$ cat src/rtl/dbg_halt_pkg.sv
package dbg_halt_pkg;
  localparam int NUM_CAUSE = 6;
  localparam int REG_W     = NUM_CAUSE;

  // status bit positions, visible to software
  localparam int C_BKPT   = 0;
  localparam int C_WATCH  = 1;
  localparam int C_VCATCH = 2;
  localparam int C_PMUOVF = 3;
  localparam int C_EXTREQ = 4;
  localparam int C_HOST   = 5;

  // control register fields
  localparam int CTL_W       = 2;
  localparam int CTL_HALT_EN = 0;
  localparam int CTL_MON_EN  = 1;

  localparam logic SEL_CTRL = 1'b0;
  localparam logic SEL_STAT = 1'b1;

  typedef struct packed {
    logic mon_en;
    logic halt_en;
  } dbg_ctrl_t;
endpackage

$ cat src/rtl/dbg_ctrl_regs.sv
module dbg_ctrl_regs
  import dbg_halt_pkg::*;
#(
  parameter bit MON_SUPPORT = 1'b1
) (
  input  logic             clk,
  input  logic             rst_n,
  input  logic             wr_en,
  input  logic             wr_sel,
  input  logic [CTL_W-1:0] wr_data,
  output dbg_ctrl_t        ctrl
);
  dbg_ctrl_t ctrl_q, ctrl_d;
  logic      ctrl_we;

  assign ctrl_we = wr_en && (wr_sel == SEL_CTRL);

  always_comb begin
    ctrl_d = ctrl_q;
    if (ctrl_we) begin
      ctrl_d.halt_en = wr_data[CTL_HALT_EN];
      ctrl_d.mon_en  = wr_data[CTL_MON_EN];
    end
  end

  always_ff @(posedge clk or negedge rst_n) begin
    if (!rst_n) ctrl_q <= '0;
    else        ctrl_q <= ctrl_d;
  end

  // monitor selection is masked off entirely when the path is not built
  always_comb begin
    ctrl.halt_en = ctrl_q.halt_en;
    ctrl.mon_en  = MON_SUPPORT && ctrl_q.mon_en;
  end
endmodule

$ cat src/rtl/dbg_cause_status.sv
module dbg_cause_status
  import dbg_halt_pkg::*;
(
  input  logic                 clk,
  input  logic                 rst_n,
  input  logic [NUM_CAUSE-1:0] cause_set,
  input  logic                 wr_en,
  input  logic                 wr_sel,
  input  logic [REG_W-1:0]     wr_data,
  output logic [NUM_CAUSE-1:0] status
);
  logic [NUM_CAUSE-1:0] st_q, st_d;
  logic                 clr_we;

  assign clr_we = wr_en && (wr_sel == SEL_STAT);

  for (genvar i = 0; i < NUM_CAUSE; i++) begin : g_bit
    // a new event beats a simultaneous clear
    always_comb begin
      st_d[i] = st_q[i];
      if (clr_we && wr_data[i]) st_d[i] = 1'b0;
      if (cause_set[i])         st_d[i] = 1'b1;
    end
  end

  always_ff @(posedge clk or negedge rst_n) begin
    if (!rst_n) st_q <= '0;
    else        st_q <= st_d;
  end

  assign status = st_q;
endmodule

$ cat src/rtl/dbg_run_ctrl.sv
module dbg_run_ctrl
  import dbg_halt_pkg::*;
(
  input  logic                 clk,
  input  logic                 rst_n,
  input  dbg_ctrl_t            ctrl,
  input  logic [NUM_CAUSE-1:0] evt,
  input  logic                 restart,
  input  logic                 mon_ack,
  output logic                 halted,
  output logic                 mon_pend,
  output logic [NUM_CAUSE-1:0] cause_set
);
  localparam int N_QUAL = NUM_CAUSE - 1;

  logic [N_QUAL-1:0] qual_evt;
  logic              any_qual, host_req;
  logic              stay_halted, halt_trig, mon_trig, accept;
  logic              halted_q, halted_d;
  logic              pend_q, pend_d;

  assign qual_evt = evt[N_QUAL-1:0];
  assign host_req = evt[C_HOST];
  assign any_qual = |qual_evt;

  always_comb begin
    stay_halted = halted_q && !restart;
    halt_trig   = host_req || (ctrl.halt_en && any_qual);
    mon_trig    = ctrl.mon_en && !ctrl.halt_en && !host_req
                  && !stay_halted && any_qual;
    accept      = ctrl.halt_en || ctrl.mon_en;

    halted_d = stay_halted || halt_trig;

    if (pend_q) pend_d = !mon_ack;
    else        pend_d = mon_trig;

    cause_set         = '0;
    cause_set[C_HOST] = host_req;
    if (accept) cause_set[N_QUAL-1:0] = qual_evt;
  end

  always_ff @(posedge clk or negedge rst_n) begin
    if (!rst_n) begin
      halted_q <= 1'b0;
      pend_q   <= 1'b0;
    end else begin
      halted_q <= halted_d;
      pend_q   <= pend_d;
    end
  end

  assign halted   = halted_q;
  assign mon_pend = pend_q;
endmodule

$ cat src/rtl/dbg_halt_ctrl.sv
module dbg_halt_ctrl
  import dbg_halt_pkg::*;
#(
  parameter bit MON_SUPPORT = 1'b1
) (
  input  logic             clk,
  input  logic             rst_n,
  input  logic             bkpt_hit_i,
  input  logic             watch_hit_i,
  input  logic             vcatch_hit_i,
  input  logic             pmu_ovf_i,
  input  logic             ext_dbgreq_i,
  input  logic             host_halt_i,
  input  logic             restart_i,
  input  logic             mon_ack_i,
  input  logic             reg_wr_en_i,
  input  logic             reg_wr_sel_i,
  input  logic [REG_W-1:0] reg_wr_data_i,
  output logic             halted_o,
  output logic             core_clk_en_o,
  output logic             issue_stall_o,
  output logic             irq_mask_o,
  output logic             mon_req_o,
  output logic [REG_W-1:0] cause_status_o
);
  logic                 rst_s1_q, rst_sync_n;
  dbg_ctrl_t            ctrl;
  logic [NUM_CAUSE-1:0] evt_vec, cause_set;
  logic                 halted;

  // asynchronous assert, synchronous release
  always_ff @(posedge clk or negedge rst_n) begin
    if (!rst_n) begin
      rst_s1_q   <= 1'b0;
      rst_sync_n <= 1'b0;
    end else begin
      rst_s1_q   <= 1'b1;
      rst_sync_n <= rst_s1_q;
    end
  end

  always_comb begin
    evt_vec           = '0;
    evt_vec[C_BKPT]   = bkpt_hit_i;
    evt_vec[C_WATCH]  = watch_hit_i;
    evt_vec[C_VCATCH] = vcatch_hit_i;
    evt_vec[C_PMUOVF] = pmu_ovf_i;
    evt_vec[C_EXTREQ] = ext_dbgreq_i;
    evt_vec[C_HOST]   = host_halt_i;
  end

  dbg_ctrl_regs #(.MON_SUPPORT(MON_SUPPORT)) u_ctrl (
    .clk     (clk),
    .rst_n   (rst_sync_n),
    .wr_en   (reg_wr_en_i),
    .wr_sel  (reg_wr_sel_i),
    .wr_data (reg_wr_data_i[CTL_W-1:0]),
    .ctrl    (ctrl)
  );

  dbg_run_ctrl u_run (
    .clk       (clk),
    .rst_n     (rst_sync_n),
    .ctrl      (ctrl),
    .evt       (evt_vec),
    .restart   (restart_i),
    .mon_ack   (mon_ack_i),
    .halted    (halted),
    .mon_pend  (mon_req_o),
    .cause_set (cause_set)
  );

  dbg_cause_status u_stat (
    .clk       (clk),
    .rst_n     (rst_sync_n),
    .cause_set (cause_set),
    .wr_en     (reg_wr_en_i),
    .wr_sel    (reg_wr_sel_i),
    .wr_data   (reg_wr_data_i),
    .status    (cause_status_o)
  );

  assign halted_o      = halted;
  assign core_clk_en_o = !halted;
  assign issue_stall_o = halted;
  assign irq_mask_o    = halted;
endmodule

$ cat config.mk
export PLATFORM = sky130hd
export DESIGN_NAME = dbg_halt_ctrl
export DESIGN_NICKNAME = d
export VERILOG_FILES = /design/src/rtl/dbg_halt_pkg.sv /design/src/rtl/dbg_ctrl_regs.sv /design/src/rtl/dbg_cause_status.sv /design/src/rtl/dbg_run_ctrl.sv /design/src/rtl/dbg_halt_ctrl.sv
export SDC_FILE = /design/constraint.sdc
export NUM_CORES = 1
export LEC_CHECK = 0
export ABC_AREA = 1
export CORE_UTILIZATION = 36
export DETAILED_ROUTE_END_ITERATION = 10
export PLACE_DENSITY = 0.76
export SLEW_MARGIN = 10
export SYNTH_ARGS = -nofsm -noshare
export SYNTH_HDL_FRONTEND = slang
export SYNTH_SLANG_ARGS = --single-unit
export TNS_END_PERCENT = 30
$ cat constraint.sdc
create_clock -name clk -period 1.07 [get_ports clk]
set_clock_uncertainty 0.2 [all_clocks]
set_input_delay 0.214 -clock clk [delete_from_list [all_inputs] [get_ports clk]]
set_output_delay 0.214 -clock clk [all_outputs]
set_load 0.005 [all_outputs]
# Word-level counts from Yosys, hierarchy flattened
# Index checks and enable logic that the tools add are counted.
word_totals:
  ff_bits: 12
  latch_bits: 0
  ramBits: 0
  mem_bits_ro: 0
  output_inout_bits: 11
  elab_cells: 57
  memories: 0
classes:
  addsub: 0
  multipliers: 0
  div: 0
  n_lt_le_gt_ge: 0
  eq_ne: 0
  shift: 0
  n_mux: 14
  n_bitwise: 1
  reduce_logical: 30
op_table:
  columns: ["operator", "count"]
  rows:
  - ["logical AND 1 bit", 14]
  - ["two-way mux 1 bit", 13]
  - ["nonzero test 2 bit", 6]
  - ["zero test 1 bit", 6]
  - ["two-way mux 5 bit", 1]
  - ["OR reduction 5 bit", 1]
  - ["logical OR 1 bit", 3]
  - ["inverter 1 bit", 1]

# Depth between registers and ports, before layout
# Gate-level depths: netlist (run 1).
depth:
  word_depth: 6
  mapped_depth: 6

# Hierarchy
# A second synthesis (run 1) with hierarchy kept.
unflattened:
  cells_unflattened: 77
  hier_area_um2: 573.0
by_module_without_submodules:
  columns: ["module", "n_inst", "cells_per_inst", "area_per_inst_um2"]
  rows:
  - ["dbg_cause_status", 1, 30, 247.7]
  - ["dbg_run_ctrl", 1, 31, 167.7]
  - ["dbg_ctrl_regs", 1, 10, 85.1]
  - ["dbg_halt_ctrl", 1, 6, 72.6]

# Worst setup path after synthesis (run 1)
# Ideal clock, no wire load.
synth_path:
  kind: "flip-flop to flip-flop"
  start: "register u_ctrl.ctrl_q, in the netlist u_ctrl.ctrl[0]"
  end: "register u_stat.st_q[0], in the netlist u_stat.status[0]"
  setup_ns: 0.123
  arrival_ns: 0.737
  setup_slack_ns: 0.010
  stages_incl_launch_ff: 4
  path_buffers: 0
  synth_period_minus_slack_ns: 1.060
  cell_sequence: "dfrtp_1 or2_4 nand2_1 nand2_1"
synth_via:
  elab_chain_cells: 3
  elab_cells_between_ends: 4
  classes_between: "mux: 2; reduce/logical: 2"
synth_rtl:
  columns: ["item", "line_no", "text"]
  rows:
  - ["start: declaration", "dbg_ctrl_regs.sv:13", "dbg_ctrl_t ctrl_q, ctrl_d;"]
  - ["start signal: assignment", "dbg_ctrl_regs.sv:28", "else ctrl_q <= ctrl_d;"]
  - ["logical OR 1 bit (*)", "dbg_run_ctrl.sv:31", "accept = ctrl.halt_en || ctrl.mon_en;"]
  - ["two-way mux 5 bit (*)", "dbg_run_ctrl.sv:40", "if (accept) cause_set[N_QUAL-1:0] = qual_evt;"]
  - ["two-way mux 1 bit or nonzero test 2 bit (tied branches)", null, null]
  - ["end signal: assignment", "dbg_cause_status.sv:28", "else st_q <= st_d;"]
  - ["end: declaration", "dbg_cause_status.sv:12", "logic [NUM_CAUSE-1:0] st_q, st_d;"]
# Mark *: on every way between the ends. The rest lies on a longest branch, timed or not.
# A chain may end at the register's enable or synchronous reset.

# Worst setup path in the final report (run 1)
layout_path:
  start: "register u_run.halted_q, in the netlist u_run.halted"
  end: "output port core_clk_en_o"
layout_via:
  elab_chain_cells: 1
layout_rtl:
  columns: ["item", "line_no", "text"]
  rows:
  - ["start: declaration", "dbg_run_ctrl.sv:19", "logic halted_q, halted_d;"]
  - ["start signal: assignment", "dbg_run_ctrl.sv:48", "halted_q <= halted_d;"]
  - ["zero test 1 bit", "dbg_halt_ctrl.sv:84", "assign core_clk_en_o = !halted;"]
  - ["end: declaration", "dbg_halt_ctrl.sv:20", "output logic core_clk_en_o,"]
# Every way passes these cells.

==> run_results.csv, run 1 <==
group,metric,value,unit
synth,yosysMostFrequentCell,"nand2_1",
drt,dr.pass1.iters,4,
placement,hpwl,870.5,microns
cts,clk_latency,0.27,ns
synth,ys_seq_elements,12,
timing,fin_crit,1.344,ns
timing,tns,-1.828,ns
timing,hold_ws,-0.03127,ns
synth,synth_xor_area_frac,0,
timing,post-route-period-util,1.256,
synth,synthesis.nets,82,
cts,clk_pin_slew,0.07,ns
pwr,pwr-share-seq,0.455,
floorplan,rows,13,
global_route,grt_pass1_wl,1.814,mm
timing,hold_viol,10,
global_route,grt_max_degree,11,
timing,setup_viol,16,
synth,synth_top_family_by_area,"simple AND/OR/NAND/NOR gates",
global_route,overflow,0,
timing,slew_viol_final,0,
flow_run,maxCapViolations,0,
synth,synth_common_cells,"nand2_1 (21), inv_1 (13), dfrtp_1 (12)",
cells_and_area,area_growth,70.24,%
pwr,sw_frac_of_total,0.2464,
drt,routed_via_density,4.458,
cells_and_area,regArea,300.3,sq um
synth,ys_seq_area_frac,0.5714,
worst_setup_path,path_max_fanout,3,
synth,syn_avg_cell_area,8.211,sq um
cts,cts_tree,"yes",
drt,wirelength,1.181,mm
timing,setup_ws,-0.2735,ns
synth,yosys_warnings,0,
drt,wl_per_cell,10.01,microns
worst_setup_path,start_kind,"flop",
worst_hold_path,hp-class,"reg -> async",
cts,cts_root_buf,"clkbuf_4",
global_route,grt_pass1_vias,455,
worst_setup_path,path_class,"reg -> out",
pwr,p_comb_frac,0.244,
drt,via_count,526,
cts,cts_buffer_depth,2,
run_status,status,"finished, violations left",
drt,drt_iter0_drc,9,
worst_setup_path,crit_required,0.66,ns
worst_setup_path,arrival,0.93,ns
synth,yosysUniqueCellTypes,11,
placement,place_area,847.1,sq um
synth,synth_top_area_share,0.5714,
cells_and_area,multi_input_area,168.9,sq um
floorplan,initial_core_util,0.3940,
floorplan,core_area,1334,sq um
timing,rsz0062_at_grt,"yes",
cts,cts.sinks,12,
synth,synth_compound_area_frac,0.07619,
floorplan,io-pin-count,29,
pwr,powerDensity,1320,nW/um^2
drt,drc,0,
cts,htreeDepth,1,
global_route,antenna_found_initial,0,
synth,synth-edff-count,0,
pwr,leakagePower,0.4595,nW
synth,netlist_area,525.5,sq um
run_status,violations,"negative hold slack, negative setup slack",
cells_and_area,design_area,894.6,sq um
cells_and_area,num_antenna_cells,0,
pwr,clkPwrFrac,0.301,
synth,ys_dominant_reg_cell,"dfrtp_1",
worst_setup_path,cp-end-kind,"primary output",
floorplan,fp.dieArea,1616,sq um
placement,gp_congestion,0.7022,
synth,synthMuxAreaShare,0,
pwr,ir_worst_vdd,0.8496,mV
floorplan,die_w,40.21,microns
placement,io_buffers,28,
pwr,power.switching,0.2908,mW
cts,numCtsBuffers,3,
floorplan,die_h,40.21,microns
cells_and_area,fillerInstances,111,
cells_and_area,drive_above_1_share,0.2816,
synth,yosysTopAreaCell,"dfrtp_1",
synth,synthArstFlopShare,1.000,
cells_and_area,nNetsFinal,122,
global_route,grt.total_usage,0.1825,
pwr,p_int,0.8896,mW
timing,max_freq,744.3,MHz
synth,postSynthCellCount,64,
synth,synth_fa_ha_area_frac,0,
synth,yosys.area_share.simple,0.2238,
drt,ant_nets,0,
synth,synth_area_leaders,"dfrtp_1 (57%), nand2_1 (15%), inv_1 (9.3%)",
-- metrics by stage --
step | instances | power, mW | setup WS [ns] | utilization
2_1_floorplan | 64 | 0.6406 | 0.009602 | -
3_3_place_gp | 110 | 0.8276 | -0.2942 | 0.6351
3_5_place_dp | 110 | 0.8344 | -0.3444 | 0.6351
4_1_cts | 118 | 1.184 | -0.2794 | 0.6726
5_1_grt | 118 | 1.253 | -0.3014 | 0.6707
6_report | 118 | 1.180 | -0.2735 | 0.6707
-- routing by layer --
metal / share of wire / vias up / global-route usage
li1: - / 268 / -
met4: 0.037 / 0 / 0.1500
met1: 0.41 / 220 / 0.2014
met2: 0.43 / 33 / 0.2903
met3: 0.12 / 5 / 0.05000
met5: 0 / - / 0
-- state kept, by name (all words and copies together), names as in the netlist --
register        cells
u_ctrl.ctrl         2
u_run.mon_pend      1
rst_s1_q            1
u_stat.status       6
rst_sync_n          1
u_run.halted        1
-- logic make-up (layout without fill, tap and decap cells) --
| logic type | after synthesis | in the layout |
|---|---|---|
| AND/OR/NAND/NOR | 28 | 28 |
| buffers and inverters | 15 | 54 |
| flip-flops | 12 | 12 |
| AO/OA/AOI/OAI | 8 | 8 |
| other | 1 | 1 |
-- layout by cell type (no fill, tap or decap), types with 5 or more instances in the layout --
cell / n
nand2_1: 18
o21ai_1: 5
buf_4: 6
clkbuf_2: 6
buf_6: 5
inv_1: 12
dfrtp_1: 12
clkdlybuf4s50_1: 17
-- final cells by class --
cell class	instances	area share
Clock buffer	4	0.04056
Inverter	13	0.05455
Multi-Input combinational cell	37	0.1888
Sequential cell	12	0.3357
Tap cell	15	0.02098
Timing Repair Buffer	37	0.3594
-- worst paths after layout --
kind / start / endpoint / slack, ns / cells past startpoint
max in group asynchronous: rst_n / rst_sync_n / 0.11 / 2
min in group clk: rst_s1_q / rst_sync_n / 0.15 / 0
worst max-delay path: u_run.halted / core_clk_en_o / -0.27 / 3
worst min register to register: rst_sync_n / u_stat.status[4] / -0.03 / 0
worst max register to register: u_run.halted / u_run.mon_pend / -0.04 / 6
worst min-delay path: rst_sync_n / u_stat.status[4] / -0.03 / 0
-- what timing repair did --
item,in CTS,in global routing
setup endpoints to repair,18,19
endpoints found under the hold margin,12,0
gates resized for setup,33,17
setup buffers,3,0
cloned,0,0
hold buffers,1,0
pin swaps,1,3
-- power groups by stage --
stage               Combinational, mW  Sequential (mW)  Clock [mW]
finish                          0.288            0.537       0.355
global placement                0.283            0.545           0
floorplan                      0.0923            0.548           0
detailed placement              0.288            0.546           0
CTS                             0.284            0.537       0.364
global route                    0.323            0.546       0.385
-- critical path: stages (launching register included) --
cell     delay, ns
dfrtp_1       0.41
buf_6         0.13
inv_2         0.04
buf_6         0.08
(Power assumes the default switching activity.)
==> run 2, diff against run 1 <==
--- a/config.mk
+++ b/config.mk
@@ -6,8 +6,10 @@
 export NUM_CORES = 1
 export LEC_CHECK = 0
 export ABC_AREA = 1
+export CORE_MARGIN = 1
 export CORE_UTILIZATION = 36
 export DETAILED_ROUTE_END_ITERATION = 10
+export GPL_TIMING_DRIVEN = 0
 export PLACE_DENSITY = 0.76
 export SLEW_MARGIN = 10
 export SYNTH_ARGS = -nofsm -noshare
==> run_results.csv, run 2 (synthesized netlist as in run 1, its figures left out) <==
group,metric,value,unit
timing,post-route-period-util,1.246,
worst_setup_path,reg2reg_depth,3,
drt,dr.pass1.iters,4,
floorplan,die_h,40.21,microns
cells_and_area,area_growth,57.38,%
worst_setup_path,path_class,"reg -> out",
cts,cts.sinks,12,
placement,io_buffers,28,
timing,setup_ws,-0.2629,ns
cts,cts_tree,"yes",
pwr,ir_worst_vdd,0.7029,mV
cts,htreeDepth,1,
worst_setup_path,r2r_setup_slack,-0.03,ns
floorplan,rows,13,
cells_and_area,final_cell_mix,"nand2_1 (18), clkdlybuf4s50_1 (15), inv_1 (13), dfrtp_1 (12), buf_2 (5)",
drt,ant_nets,0,
global_route,grt_pass1_wl,1.718,mm
placement,place_area,824.5,sq um
pwr,sw_frac_of_total,0.2539,
cts,cts_buffer_depth,2,
global_route,grt_pass1_vias,419,
cells_and_area,drive_above_1_share,0.2188,
cells_and_area,final_util,0.6201,
cells_and_area,design_area,827.0,sq um
drt,routed_via_density,4.541,
placement,hpwl,906.2,microns
worst_setup_path,arrival,0.92,ns
run_status,status,"finished, violations left",
pwr,power.switching,0.2652,mW
drt,drc,0,
floorplan,initial_core_util,0.3940,
cts,postCtsSetupBuffers,0,
worst_setup_path,crit_required,0.66,ns
timing,hold_viol,10,
cells_and_area,fillerInstances,125,
timing,tns,-1.698,ns
cells_and_area,nNetsFinal,116,
worst_setup_path,cp-end-kind,"primary output",
cells_and_area,num_antenna_cells,0,
cells_and_area,regArea,300.3,sq um
pwr,p_comb_frac,0.230,
placement,gp_congestion,0.6226,
cts,cts_root_buf,"clkbuf_4",
cts,clk_latency,0.26,ns
pwr,p_int,0.7791,mW
timing,max_freq,750.2,MHz
floorplan,die_w,40.21,microns
pwr,clkPwrFrac,0.251,
pwr,powerDensity,1263,nW/um^2
floorplan,core_area,1334,sq um
drt,via_count,504,
worst_setup_path,start_kind,"flop",
pwr,p_total,1.044,mW
worst_setup_path,path_max_fanout,5,
pwr,leakagePower,0.4375,nW
timing,fin_crit,1.333,ns
global_route,grt.total_usage,0.1698,
drt,drt_iter0_drc,7,
cells_and_area,multi_input_area,168.9,sq um
timing,setup_viol,16,
pwr,pwr-share-seq,0.519,
worst_hold_path,hp-class,"reg -> async",
worst_setup_path,r2r_start,"u_ctrl.ctrl[1]",
drt,wirelength,1.146,mm
cells_and_area,largest_register_ffs,6,
drt,wl_per_cell,10.32,microns
cts,numCtsBuffers,3,
flow_run,maxCapViolations,0,
worst_setup_path,timing.rr.end,"u_stat.status[2]",
timing,rsz0062_at_grt,"yes",
cells_and_area,layout_commonest_cell,"nand2_1",
floorplan,fp.dieArea,1616,sq um
run_status,violations,"negative hold slack, negative setup slack",
timing,hold_ws,-0.03561,ns
worst_setup_path,crit_start,"u_run.halted",
global_route,grt_max_degree,11,
floorplan,io-pin-count,29,
global_route,overflow,0,
timing,slew_viol_final,0,
cts,clk_pin_slew,0.07,ns
global_route,antenna_found_initial,0,
## run 2: cell types whose count changed in the layout (fill, tap and decap cells not counted), sizes merged
cell	previous run	this run
buf	13	9
clkbuf	10	7
clkdlybuf4s50	17	15
dlymetal6s2s	0	2
## run 2: worst max path at each step
stage / end / slack (ns) / cells after the start
floorplan: u_stat.status[0] / 0.01 / 3
global placement: u_stat.status[3] / -0.33 / 4
detailed placement: u_stat.status[5] / -0.35 / 4
CTS: irq_mask_o / -0.28 / 2
global route: irq_mask_o / -0.30 / 2
finish: irq_mask_o / -0.26 / 2
## run 2: stage by stage
stage / std cells / worst slack (ns)
floorplan: 64 / 0.009602
CTS: 111 / -0.2790
finish: 111 / -0.2629
global route: 111 / -0.2967
detailed placement: 107 / -0.3490
global placement: 107 / -0.3310
## run 2: power by group through the flow
| stage | clock [mW] | combinational, mW | sequential (mW) |
|---|---|---|---|
| final | 0.262 | 0.241 | 0.542 |
| after global routing | 0.291 | 0.274 | 0.550 |
| after CTS | 0.280 | 0.250 | 0.542 |
| after detailed placement | 0 | 0.270 | 0.552 |
| after global placement | 0 | 0.266 | 0.547 |
| after floorplan | 0 | 0.0923 | 0.548 |
## run 2: area by class of cell
cell class	instances	area share
Sequential cell	12	0.3631
Timing Repair Buffer	29	0.3056
Multi-Input combinational cell	37	0.2042
Inverter	13	0.05900
Clock buffer	3	0.02723
Tap cell	15	0.02269
Buffer	2	0.01815
## run 2: per-layer routing
| metal | part of all wire | up-vias | track usage |
|---|---|---|---|
| li1 | - | 255 | - |
| met1 | 0.44 | 218 | 0.1944 |
| met2 | 0.42 | 29 | 0.2661 |
| met3 | 0.12 | 2 | 0.05000 |
| met4 | 0.017 | 0 | 0.1250 |
| met5 | 0 | - | 0 |
## run 2: repair_timing
action                                  CTS  global route
hold buffers                              1             0
hold endpoints to repair                 12             0
endpoints found under the setup margin   17            20
pin swaps                                 1             2
resized for setup                        40             9
## run 2: critical path, cell delays in order (launching register included)
cell and delay [ns]:
dfrtp_1 0.41, buf_4 0.15, buf_6 0.10
==> run 3, diff against run 2 <==
--- a/config.mk
+++ b/config.mk
@@ -8,6 +8,7 @@
 export ABC_AREA = 1
 export CORE_MARGIN = 1
 export CORE_UTILIZATION = 36
+export CTS_CLUSTER_DIAMETER = 50
 export DETAILED_ROUTE_END_ITERATION = 10
 export GPL_TIMING_DRIVEN = 0
 export PLACE_DENSITY = 0.76
==> constraint.sdc (replaced) <==
create_clock -name clk -period 1.07 [get_ports clk]
set_clock_uncertainty 0.2 [all_clocks]
set_input_delay 0.214 -clock clk [delete_from_list [all_inputs] [get_ports clk]]
set_output_delay 0.214 -clock clk [all_outputs]
set_load 0.02 [all_outputs]
==> run_results.csv, run 3 (synthesized netlist as in run 1, its figures left out) <==
group,metric,value,unit
global_route,grt_pass1_wl,1.697,mm
timing,rsz0062_at_grt,"yes",
worst_setup_path,arrival,0.95,ns
floorplan,die_h,40.21,microns
placement,place_worst_setup_slack,-0.4328,ns
global_route,busiest_layer,"met2",
worst_setup_path,cp-end-kind,"primary output",
drt,drc,0,
drt,wirelength,1.151,mm
cts,htreeDepth,1,
floorplan,core_area,1334,sq um
timing,hold_viol,10,
cells_and_area,largest_register_ffs,6,
timing,hold_ws,-0.04335,ns
worst_hold_path,hp-class,"reg -> async",
global_route,antenna_found_initial,0,
cts,numCtsBuffers,3,
run_status,violations,"negative hold slack, negative setup slack",
drt,routed_via_density,4.375,
floorplan,fp.dieArea,1616,sq um
global_route,overflow,0,
drt,via_count,490,
timing,post-route-period-util,1.276,
timing,fin_crit,1.365,ns
timing,setup_viol,16,
global_route,gr-usage-met2,0.2702,
floorplan,io-pin-count,29,
placement,place_area,825.8,sq um
cells_and_area,final_util,0.6567,
cells_and_area,num_antenna_cells,0,
cts,cts_root_buf,"clkbuf_4",
cells_and_area,area_growth,66.67,%
global_route,grt.total_usage,0.1708,
timing,slew_viol_final,0,
cts,clk_latency,0.27,ns
worst_setup_path,path_max_fanout,5,
floorplan,initial_core_util,0.3940,
timing,max_freq,732.5,MHz
pwr,leakagePower,0.4557,nW
placement,io_buffers,28,
global_route,grt_util_met3,0.07778,
run_status,status,"finished, violations left",
cells_and_area,layout_commonest_cell,"nand2_1",
timing,setup_ws,-0.2952,ns
drt,drt_iter0_drc,0,
timing,tns,-2.307,ns
drt,dr.pass1.iters,1,
global_route,grt_util_met1,0.1873,
pwr,powerDensity,1402,nW/um^2
cts,cts_buffer_depth,2,
cells_and_area,drive_above_1_share,0.2268,
drt,wl_per_cell,10.28,microns
pwr,p_total,1.228,mW
worst_setup_path,path_class,"reg -> out",
cells_and_area,fillerInstances,121,
placement,gp_congestion,0.6807,
worst_setup_path,start_kind,"flop",
cells_and_area,final_cell_mix,"nand2_1 (20), clkdlybuf4s50_1 (15), inv_1 (13), dfrtp_1 (10), buf_6 (8)",
cells_and_area,nNetsFinal,116,
worst_setup_path,crit_required,0.66,ns
cts,cts.sinks,12,
global_route,grt_pass1_vias,401,
drt,ant_nets,0,
pwr,ir_worst_vdd,0.6480,mV
cells_and_area,design_area,875.8,sq um
floorplan,die_w,40.21,microns
global_route,grt_max_degree,11,
floorplan,rows,13,
cts,cts_tree,"yes",
cts,clk_pin_slew,0.08,ns
placement,hpwl,862.6,microns
flow_run,maxCapViolations,0,
cts,postCtsSetupBuffers,0,
==> run 3: worst max-delay path: stages, from the launching register on <==
cell,delay [ns]
dfrtp_2,0.44
buf_6,0.12
buf_6,0.12
==> run 3: routing by layer <==
metal / up-vias / routed length [microns]
li1: 256 / -
met2: 29 / 489
met3: 2 / 149
met4: 0 / 14
met1: 203 / 498
met5: - / 0
==> run 3: timing repair <==
item | CTS | global route
gates resized for setup | 59 | 9
hold endpoints to repair | 12 | 0
pin swaps | 1 | 0
hold buffers | 1 | 0
setup endpoints to repair | 17 | 18
==> run 3: power breakdown <==
group	internal, mW	total (mW)	switching, mW	leakage (nW)
clock network	0.207	0.357	0.150	0.0210
registers	0.506	0.546	0.0403	0.130
logic	0.172	0.326	0.153	0.305
==> run 3: path summary, 6_finish.rpt <==
path / start / end / slack, ns / cells after the start
min in group clk: reg_wr_en_i / u_ctrl.ctrl[1] / 0.14 / 3
max: u_run.halted / issue_stall_o / -0.30 / 2
max reg2reg: u_ctrl.ctrl[0] / u_stat.status[1] / -0.06 / 3
min reg2reg: rst_sync_n / u_stat.status[5] / -0.04 / 0
max in group asynchronous: rst_n / rst_sync_n / 0.11 / 2
min: rst_sync_n / u_stat.status[5] / -0.04 / 0
==> run 3: metrics by stage <==
stage | hold slack (ns) | instances
4_1_cts | -0.02238 | 112
5_1_grt | 0.01049 | 112
2_1_floorplan | -0.2816 | 64
3_3_place_gp | -0.02854 | 107
6_report | -0.04335 | 112
3_5_place_dp | -0.02519 | 107
==> run 3: area by class of cell <==
class / count / area [sq um] / share of cell area
multi-input combinational: 37 / 168.9 / 0.1929
sequential: 12 / 302.8 / 0.3457
clock buffer: 4 / 36.28 / 0.04143
tap: 15 / 18.77 / 0.02143
buffer: 2 / 22.52 / 0.02571
timing repair buffer: 29 / 277.8 / 0.3171
inverter: 13 / 48.80 / 0.05571
